**config.mk**
```make
export PLATFORM = sky130hd
export DESIGN_NAME = mrf_func_gen
export DESIGN_NICKNAME = d
export VERILOG_FILES = /design/src/rtl/mrf_pkg.sv /design/src/rtl/mrf_tt_fold.sv /design/src/rtl/mrf_cfg_reg.sv /design/src/rtl/mrf_leg_eval.sv /design/src/rtl/mrf_sel_mux.sv /design/src/rtl/mrf_func_gen.sv
export SDC_FILE = /design/constraint.sdc
export NUM_CORES = 1
export LEC_CHECK = 0
export BUFFER_PORTS_ARGS = -buffer_cell sky130_fd_sc_hd__buf_2
export CAP_MARGIN = 40
export CORE_MARGIN = 2
export CORE_UTILIZATION = 54
export CTS_CLUSTER_SIZE = 10
export DETAILED_ROUTE_END_ITERATION = 8
export HOLD_SLACK_MARGIN = 0.15
export PLACE_DENSITY = 0.89
export SYNTH_ARGS = -nofsm -noshare
export SYNTH_HDL_FRONTEND = slang
export SYNTH_SLANG_ARGS = --single-unit
```
**constraint.sdc**
```tcl
create_clock -name clk -period 4 [get_ports clk]
set_input_delay 1 -clock clk [delete_from_list [all_inputs] [get_ports clk]]
set_output_delay 1 -clock clk [all_outputs]
set_load 0.005 [all_outputs]
```
**src/rtl/mrf_pkg.sv**
```systemverilog
package mrf_pkg;

    typedef enum logic [1:0] {
        LEG_ZERO = 2'b00,
        LEG_ONE  = 2'b01,
        LEG_PASS = 2'b10,
        LEG_INV  = 2'b11
    } leg_code_e;

    // Reduce the two rows that differ only in the residue into a leg code.
    function automatic leg_code_e fold_rows(input logic row_r0, input logic row_r1);
        leg_code_e code;
        unique case ({row_r1, row_r0})
            2'b00:   code = LEG_ZERO;
            2'b11:   code = LEG_ONE;
            2'b10:   code = LEG_PASS;
            default: code = LEG_INV;
        endcase
        return code;
    endfunction

    // Value a leg presents for a given residue.
    function automatic logic leg_value(input leg_code_e code, input logic residue);
        logic v;
        unique case (code)
            LEG_ZERO: v = 1'b0;
            LEG_ONE:  v = 1'b1;
            LEG_PASS: v = residue;
            default:  v = ~residue;
        endcase
        return v;
    endfunction

endpackage

```
**src/rtl/mrf_tt_fold.sv**
```systemverilog
module mrf_tt_fold #(
    parameter int NUM_VARS = 4
) (
    input  logic [(1<<NUM_VARS)-1:0]     tt_in,
    output logic [2*(1<<(NUM_VARS-1))-1:0] codes_out
);
    import mrf_pkg::*;

    localparam int LEGS = 1 << (NUM_VARS - 1);

    for (genvar k = 0; k < LEGS; k++) begin : g_pair
        always_comb begin
            codes_out[2*k +: 2] = fold_rows(tt_in[2*k], tt_in[2*k+1]);
        end
    end

endmodule

```
**src/rtl/mrf_cfg_reg.sv**
```systemverilog
module mrf_cfg_reg #(
    parameter int NUM_VARS = 4
) (
    input  logic                          clk,
    input  logic                          rst_n,
    input  logic                          we,
    input  logic                          mode_table,
    input  logic [2*(1<<(NUM_VARS-1))-1:0] direct_codes,
    input  logic [2*(1<<(NUM_VARS-1))-1:0] folded_codes,
    output logic [2*(1<<(NUM_VARS-1))-1:0] codes_q
);
    localparam int LEGS   = 1 << (NUM_VARS - 1);
    localparam int CODE_W = 2 * LEGS;

    typedef struct packed {
        logic [CODE_W-1:0] codes;
    } cfg_state_t;

    cfg_state_t state_d, state_q;

    always_comb begin
        state_d = state_q;
        if (we) begin
            state_d.codes = mode_table ? folded_codes : direct_codes;
        end
    end

    always_ff @(posedge clk or negedge rst_n) begin
        if (!rst_n) begin
            state_q <= '0;
        end else begin
            state_q <= state_d;
        end
    end

    assign codes_q = state_q.codes;

    AST_RESET_CLEAR: assert property (@(posedge clk) !rst_n |-> codes_q == '0);
    AST_HOLD_NO_WE: assert property (@(posedge clk) disable iff (!rst_n)
        !we |=> $stable(codes_q));
    AST_DIRECT_LOAD: assert property (@(posedge clk) disable iff (!rst_n)
        we && !mode_table |=> codes_q == $past(direct_codes));
    AST_TABLE_LOAD: assert property (@(posedge clk) disable iff (!rst_n)
        we && mode_table |=> codes_q == $past(folded_codes));

endmodule

```
**src/rtl/mrf_leg_eval.sv**
```systemverilog
module mrf_leg_eval #(
    parameter int NUM_VARS = 4
) (
    input  logic [2*(1<<(NUM_VARS-1))-1:0] codes,
    input  logic                          residue,
    output logic [(1<<(NUM_VARS-1))-1:0]   leg_vals
);
    import mrf_pkg::*;

    localparam int LEGS = 1 << (NUM_VARS - 1);

    for (genvar k = 0; k < LEGS; k++) begin : g_leg
        always_comb begin
            leg_vals[k] = leg_value(leg_code_e'(codes[2*k +: 2]), residue);
        end
    end

endmodule

```
**src/rtl/mrf_sel_mux.sv**
```systemverilog
module mrf_sel_mux #(
    parameter int NUM_VARS = 4
) (
    input  logic [(1<<(NUM_VARS-1))-1:0] leg_vals,
    input  logic [NUM_VARS-2:0]          sel,
    output logic                         y
);
    localparam int SEL_W = NUM_VARS - 1;
    localparam int LEGS  = 1 << SEL_W;

    // Binary tree of 2:1 stages; stage s is steered by select bit s.
    logic [2*LEGS-2:0] node;

    for (genvar i = 0; i < LEGS; i++) begin : g_leaf
        assign node[LEGS-1+i] = leg_vals[i];
    end

    for (genvar lvl = 0; lvl < SEL_W; lvl++) begin : g_lvl
        localparam int FIRST = (1 << lvl) - 1;
        localparam int CNT   = 1 << lvl;
        for (genvar j = 0; j < CNT; j++) begin : g_node
            assign node[FIRST+j] = sel[SEL_W-1-lvl]
                ? node[2*(FIRST+j)+2] : node[2*(FIRST+j)+1];
        end
    end

    assign y = node[0];

endmodule

```
**src/rtl/mrf_func_gen.sv**
```systemverilog
module mrf_func_gen #(
    parameter int NUM_VARS = 4
) (
    input  logic                        clk,
    input  logic                        rst_n,
    input  logic                        cfg_we,
    input  logic                        cfg_mode,
    input  logic [(1<<NUM_VARS)-1:0]    cfg_data,
    input  logic [NUM_VARS-1:0]         var_in,
    output logic                        f_out
);
    localparam int SEL_W  = NUM_VARS - 1;
    localparam int LEGS   = 1 << SEL_W;
    localparam int CODE_W = 2 * LEGS;
    localparam int TT_W   = 1 << NUM_VARS;

    logic [CODE_W-1:0] folded;
    logic [CODE_W-1:0] codes_q;
    logic [LEGS-1:0]   leg_vals;
    logic [1:0]        active_code;

    mrf_tt_fold #(.NUM_VARS(NUM_VARS)) u_fold (
        .tt_in     (cfg_data),
        .codes_out (folded)
    );

    mrf_cfg_reg #(.NUM_VARS(NUM_VARS)) u_cfg (
        .clk          (clk),
        .rst_n        (rst_n),
        .we           (cfg_we),
        .mode_table   (cfg_mode),
        .direct_codes (cfg_data),
        .folded_codes (folded),
        .codes_q      (codes_q)
    );

    mrf_leg_eval #(.NUM_VARS(NUM_VARS)) u_legs (
        .codes    (codes_q),
        .residue  (var_in[0]),
        .leg_vals (leg_vals)
    );

    mrf_sel_mux #(.NUM_VARS(NUM_VARS)) u_mux (
        .leg_vals (leg_vals),
        .sel      (var_in[NUM_VARS-1:1]),
        .y        (f_out)
    );

    assign active_code = codes_q[2*var_in[NUM_VARS-1:1] +: 2];

    AST_ZERO_LEG: assert property (@(posedge clk) disable iff (!rst_n)
        active_code == 2'b00 |-> !f_out);
    AST_ONE_LEG: assert property (@(posedge clk) disable iff (!rst_n)
        active_code == 2'b01 |-> f_out);
    AST_PASS_LEG: assert property (@(posedge clk) disable iff (!rst_n)
        active_code == 2'b10 |-> f_out == var_in[0]);
    AST_INV_LEG: assert property (@(posedge clk) disable iff (!rst_n)
        active_code == 2'b11 |-> f_out != var_in[0]);
    AST_TABLE_OUT: assert property (@(posedge clk) disable iff (!rst_n)
        cfg_we && cfg_mode |=>
        {{(TT_W-1){1'b0}}, f_out} == (($past(cfg_data) >> var_in) & TT_W'(1)));

endmodule

```
== Word level (Yosys, flattened, before mapping) ==
Index checks and enable logic that the tools add are counted.
Storage, ports and cells
  flip-flop bits (word level): 16
  latch bits: 0
  RAM bits: 0
  memory bits (read-only): 0
  input bits: 24
  output and inout bits: 1
  word-level logic and storage cells: 74
  memories kept: 0
Operators by class
  $add $sub $neg: 0
  multiply operators: 0
  divide/modulo/power cells: 0
  $lt $le $gt $ge: 0
  equality and inequality tests: 32
  shift-type cells: 0
  muxes and demuxes: 24
  bitwise logic cells: 1
  reduce and logical (&&, ||, !) cells: 16
Operator list (number)
  2-bit equality test (second input constant): 24
  2-bit one-hot mux with 3 select lines: 8
  2-bit zero test: 16
  1-bit one-hot mux with 3 select lines: 8
  2-bit by 1-bit equality test with 1-bit output (second input constant): 8
  16-bit two-way mux: 1
  1-bit two-way mux: 7
  1-bit NOT: 1

== Depth between registers and ports, before layout ==
  word-level depth: 5
  gate-level depth with buffers: 6
  gate-level depth less buffers: 6

== Modules after synthesis ==
Synthesis repeated with hierarchy kept, for this count alone.
Unflattened totals
  cells, all modules: 129
  area, all modules: 1224.9 µm²
By module, submodules not included
  mrf_cfg_reg: instances 1, cells an instance 69, area each 745.7 µm², sequential area each 400.4 µm²
  mrf_tt_fold: instances 1, cells an instance 40, area each 310.3 µm², sequential area each 0.0 µm²
  mrf_leg_eval: instances 1, cells an instance 17, area each 105.1 µm², sequential area each 0.0 µm²
  mrf_sel_mux: instances 1, cells an instance 3, area each 63.8 µm², sequential area each 0.0 µm²

== Worst setup path before layout ==
OpenSTA, ideal clock, no wires.
  kind: in2out
  start: in var_in[1]
  end: out f_out
  data arrival time: 1925 ps
  required time: 3000 ps
  slack: 1075 ps
  stages: 4
  buffers on the path: 1
  path through: buf_6 mux4_2 nor4b_2 nor4_1
Between the ends
  word-level cells in the longest chain between the ends: 3
  elaborated cells on any way between the ends: 7
  classes of those cells: mux (7)
RTL lines
  from (decl): RTL line mrf_func_gen.sv:9  | input logic [NUM_VARS-1:0] var_in,
  1-bit two-way mux (2 in series): RTL line mrf_sel_mux.sv:23  | ? node[2*(FIRST+j)+2] : node[2*(FIRST+j)+1];
  1-bit two-way mux (*): RTL line mrf_sel_mux.sv:23
  to (decl): RTL line mrf_func_gen.sv:10  | output logic f_out
Every way passes the cells marked *; elsewhere a longest branch is shown, timed or not.

== Worst setup path in the final report ==
Same ends and word-level chain as after synthesis.

==> results.toml <==
[timing]
finalCriticalPeriod_ps = 3220
whs_ps = 539
drv_slew = 0
worstMarginPinSlew_ps = 452
hold_viol = 0
max_slew_margin_pct = 69.9
timing.final.crit_share_pct = 80.5
final.setup.tns_ps = 0
clock_skew_ps = 0
rsz0062_at_grt = "false"
setup_violations = 0
fmax_ghz = 0.311

[cells_and_area]
layout_commonest_cell = "buf_2"
largest_reg_flops = 16
nNetsFinal = 192
antenna_cells = 0
drive_above_1_share_pct = 25.5
multiInputGateArea_um2 = 744
final_cell_mix = "24 x buf_2, 20 x nor2_1, 16 x dfrtp_1, 14 x a21oi_1, 14 x ha_1"
postLayoutCellArea_um2 = 1370
num-fill-cells = 185
layout-area-overhead-vs-synth_pct = 12.3
regArea_um2 = 400

[cts]
numClockSinks = 16
clkTransAtPathRegs_ps = 100
cts_setup_buffers = 0
clk_path_buf_depth = 2
insertion_delay_ps = 290
hold_buffers = 0
post_cts_resized = 0
htreeDepth = 1
cts_root_buf = "clkbuf_4"
cts_tree = "done"
cts_buffers = 3

[yosys]
synthCells = 133
synth_top_area_share_pct = 32.8
muxShareOfSynthArea_pct = 13.8
synthAdderAreaFrac_pct = 14.4
yosys-top-cells-area = "dfrtp_1 33%, ha_1 14%, mux2_2 8.3%"
synthesis.area_um2 = 1220
synth_area_leader_cell = "dfrtp_1"
synth_nets = 171
synth-simple-area-share_pct = 20.8
ys.warnings.count = 0
synth_compound_area_share_pct = 11.3
yosysSeqAreaShare_pct = 32.8
synth_seq_cells = 16
yosys.cell_types.count = 29
synth.avg_cell_area_um2 = 9.17
synth_top_family_by_area = "simple AND/OR/NAND/NOR gates"
synthXorXnorAreaFrac_pct = 0.718

[power]
sequentialPowerShare_pct = 48.0
switching_share_pct = 30.2
ir_drop_mv = 0.215
power.leakage_nw = 0.644
p_clk_share_pct = 26.6
switchingPower_uw = 126
comb_power_share_pct = 25.5
powerDensity_nw_per_um2 = 303
intPower_uw = 290

[place]
hpwl_um = 1960
place_area_um2 = 1330
io_buffers = 24
place_congestion = 0.810

[worst_setup_path]
timing_worst_setup_path_type = "input pin to output pin"
cpMostUsedCell = "buf_2"
crit_path_start_kind = "input pin"
crit_fanout = 9
r2r_cells = 1
crit_chain = "buf_2 > mux4_2 > nor4b_2 > nor4_1 > buf_2"
critPathMaxStageDelay_ps = 540
critPathArrivalTime_ps = 2220
required_ps = 3000
r2r_start = "u_cfg.codes_q[13]"
cp_slowest_cell = "mux4_2"
crit_buf_inv = 2
critical_path.top_delay_family = "multiplexers"
r2r_slack_ps = 3200
r2r-end = "u_cfg.codes_q[13]"
endpoint_kind = "output pin"

[global_route]
grt_pass1_vias = 1031
antenna_found_initial = 0
grt_pass1_wl_um = 4250
grt_overflow_total = 0
grt_use_total_pct = 21.2
grt_max_degree = 26

[floorplan]
ios = 25
dieWidth_um = 51.5
die_h_um = 51.5
fp-row-count = 17
die_area_um2 = 2660
core_um2 = 2170
initial_core_util_pct = 56.2

[route]
ant_nets = 0
drc = 0
routed_wl_um = 2580
drt_first_iter_violations = 6
via_count = 1034
post_drt_wl_per_cell_um = 14.3
avgViaCountPerCell = 5.71
drt-pass1-iter-count = 4

[hold_path]
whs_endpoint = "u_cfg.codes_q[12]"
hp-class = "flip-flop to flip-flop"
min-delay-start = "u_cfg.codes_q[12]"
holdPathStages = 1

[flow_run]
maxCapViolCount = 0

[status]
status = "finished clean"
## synth_stat cells
| library cell | instances |
|---|---|
| nor2_1 | 20 |
| and4b_1 | 1 |
| o22ai_1 | 1 |
| o211ai_1 | 2 |
| inv_1 | 9 |
| nand4bb_1 | 2 |
| nand4b_1 | 2 |
| mux2_2 | 9 |
| buf_6 | 1 |
| a21oi_1 | 14 |
| nor3b_1 | 2 |
| o311ai_0 | 1 |
| clkbuf_1 | 4 |
| mux4_2 | 1 |
| dfrtp_1 | 16 |
| nor2b_1 | 2 |
| nor4_1 | 4 |
| nand2_1 | 10 |
| and2_1 | 1 |
| nor4b_2 | 1 |
| a311o_1 | 1 |
| nand2b_1 | 2 |
| buf_2 | 3 |
| o32ai_1 | 2 |
| ha_1 | 14 |
| o21ai_0 | 2 |
| mux2_1 | 4 |
| xor2_1 | 1 |
| nor3_1 | 1 |
## worst max path at each step
stage	from	to	slack, ps	depth (start not counted)
floorplan	var_in[1]	f_out	1080	4
global placement	var_in[1]	f_out	840	5
detailed placement	var_in[1]	f_out	780	5
CTS	var_in[1]	f_out	790	5
global route	var_in[1]	f_out	740	5
finish	var_in[1]	f_out	780	5
## power groups by stage
stage | Clock, mW | Combinational (mW) | Sequential, mW
2_1_floorplan | 0 | 0.0727 | 0.196
3_3_place_gp | 0 | 0.0954 | 0.201
3_5_place_dp | 0 | 0.105 | 0.202
4_1_cts | 0.110 | 0.106 | 0.199
5_1_grt | 0.119 | 0.118 | 0.202
6_report | 0.110 | 0.106 | 0.199
## per-layer routing
| metal | global-route usage, % | share of wire, % | vias to the layer above |
|---|---|---|---|
| met5 | 0 | 0 | - |
| met2 | 39.5 | 54 | 22 |
| met3 | 2.87 | 3.2 | 8 |
| met1 | 23.7 | 41 | 493 |
| met4 | 9.65 | 2.0 | 0 |
| li1 | - | - | 511 |
## logic make-up after synthesis
kind of cell | after synthesis
and+or+nand+nor | 48
AOI/OAI and AO/OA | 23
buffers and inverters | 17
DFF | 16
muxes | 14
adders and majority gates | 14
xor gates and xnor gates | 1
## stage by stage
step / instances / total power, mW / worst slack [ps] / util (%)
2_1_floorplan: 133 / 0.269 / 1080 / -
3_3_place_gp: 177 / 0.296 / 844 / 61.5
3_5_place_dp: 177 / 0.308 / 783 / 61.5
4_1_cts: 181 / 0.415 / 785 / 63.1
5_1_grt: 181 / 0.439 / 744 / 63.1
6_report: 181 / 0.416 / 780 / 63.1
## layout make-up
cell class                 count  share of cell area, %
tap                           28                   2.56
clock buffer                   4                   2.65
inverter                       9                   2.47
sequential                    16                   29.2
multi-input combinational    100                   54.3
timing repair buffer          24                   8.77
(Power assumes the default switching activity.)
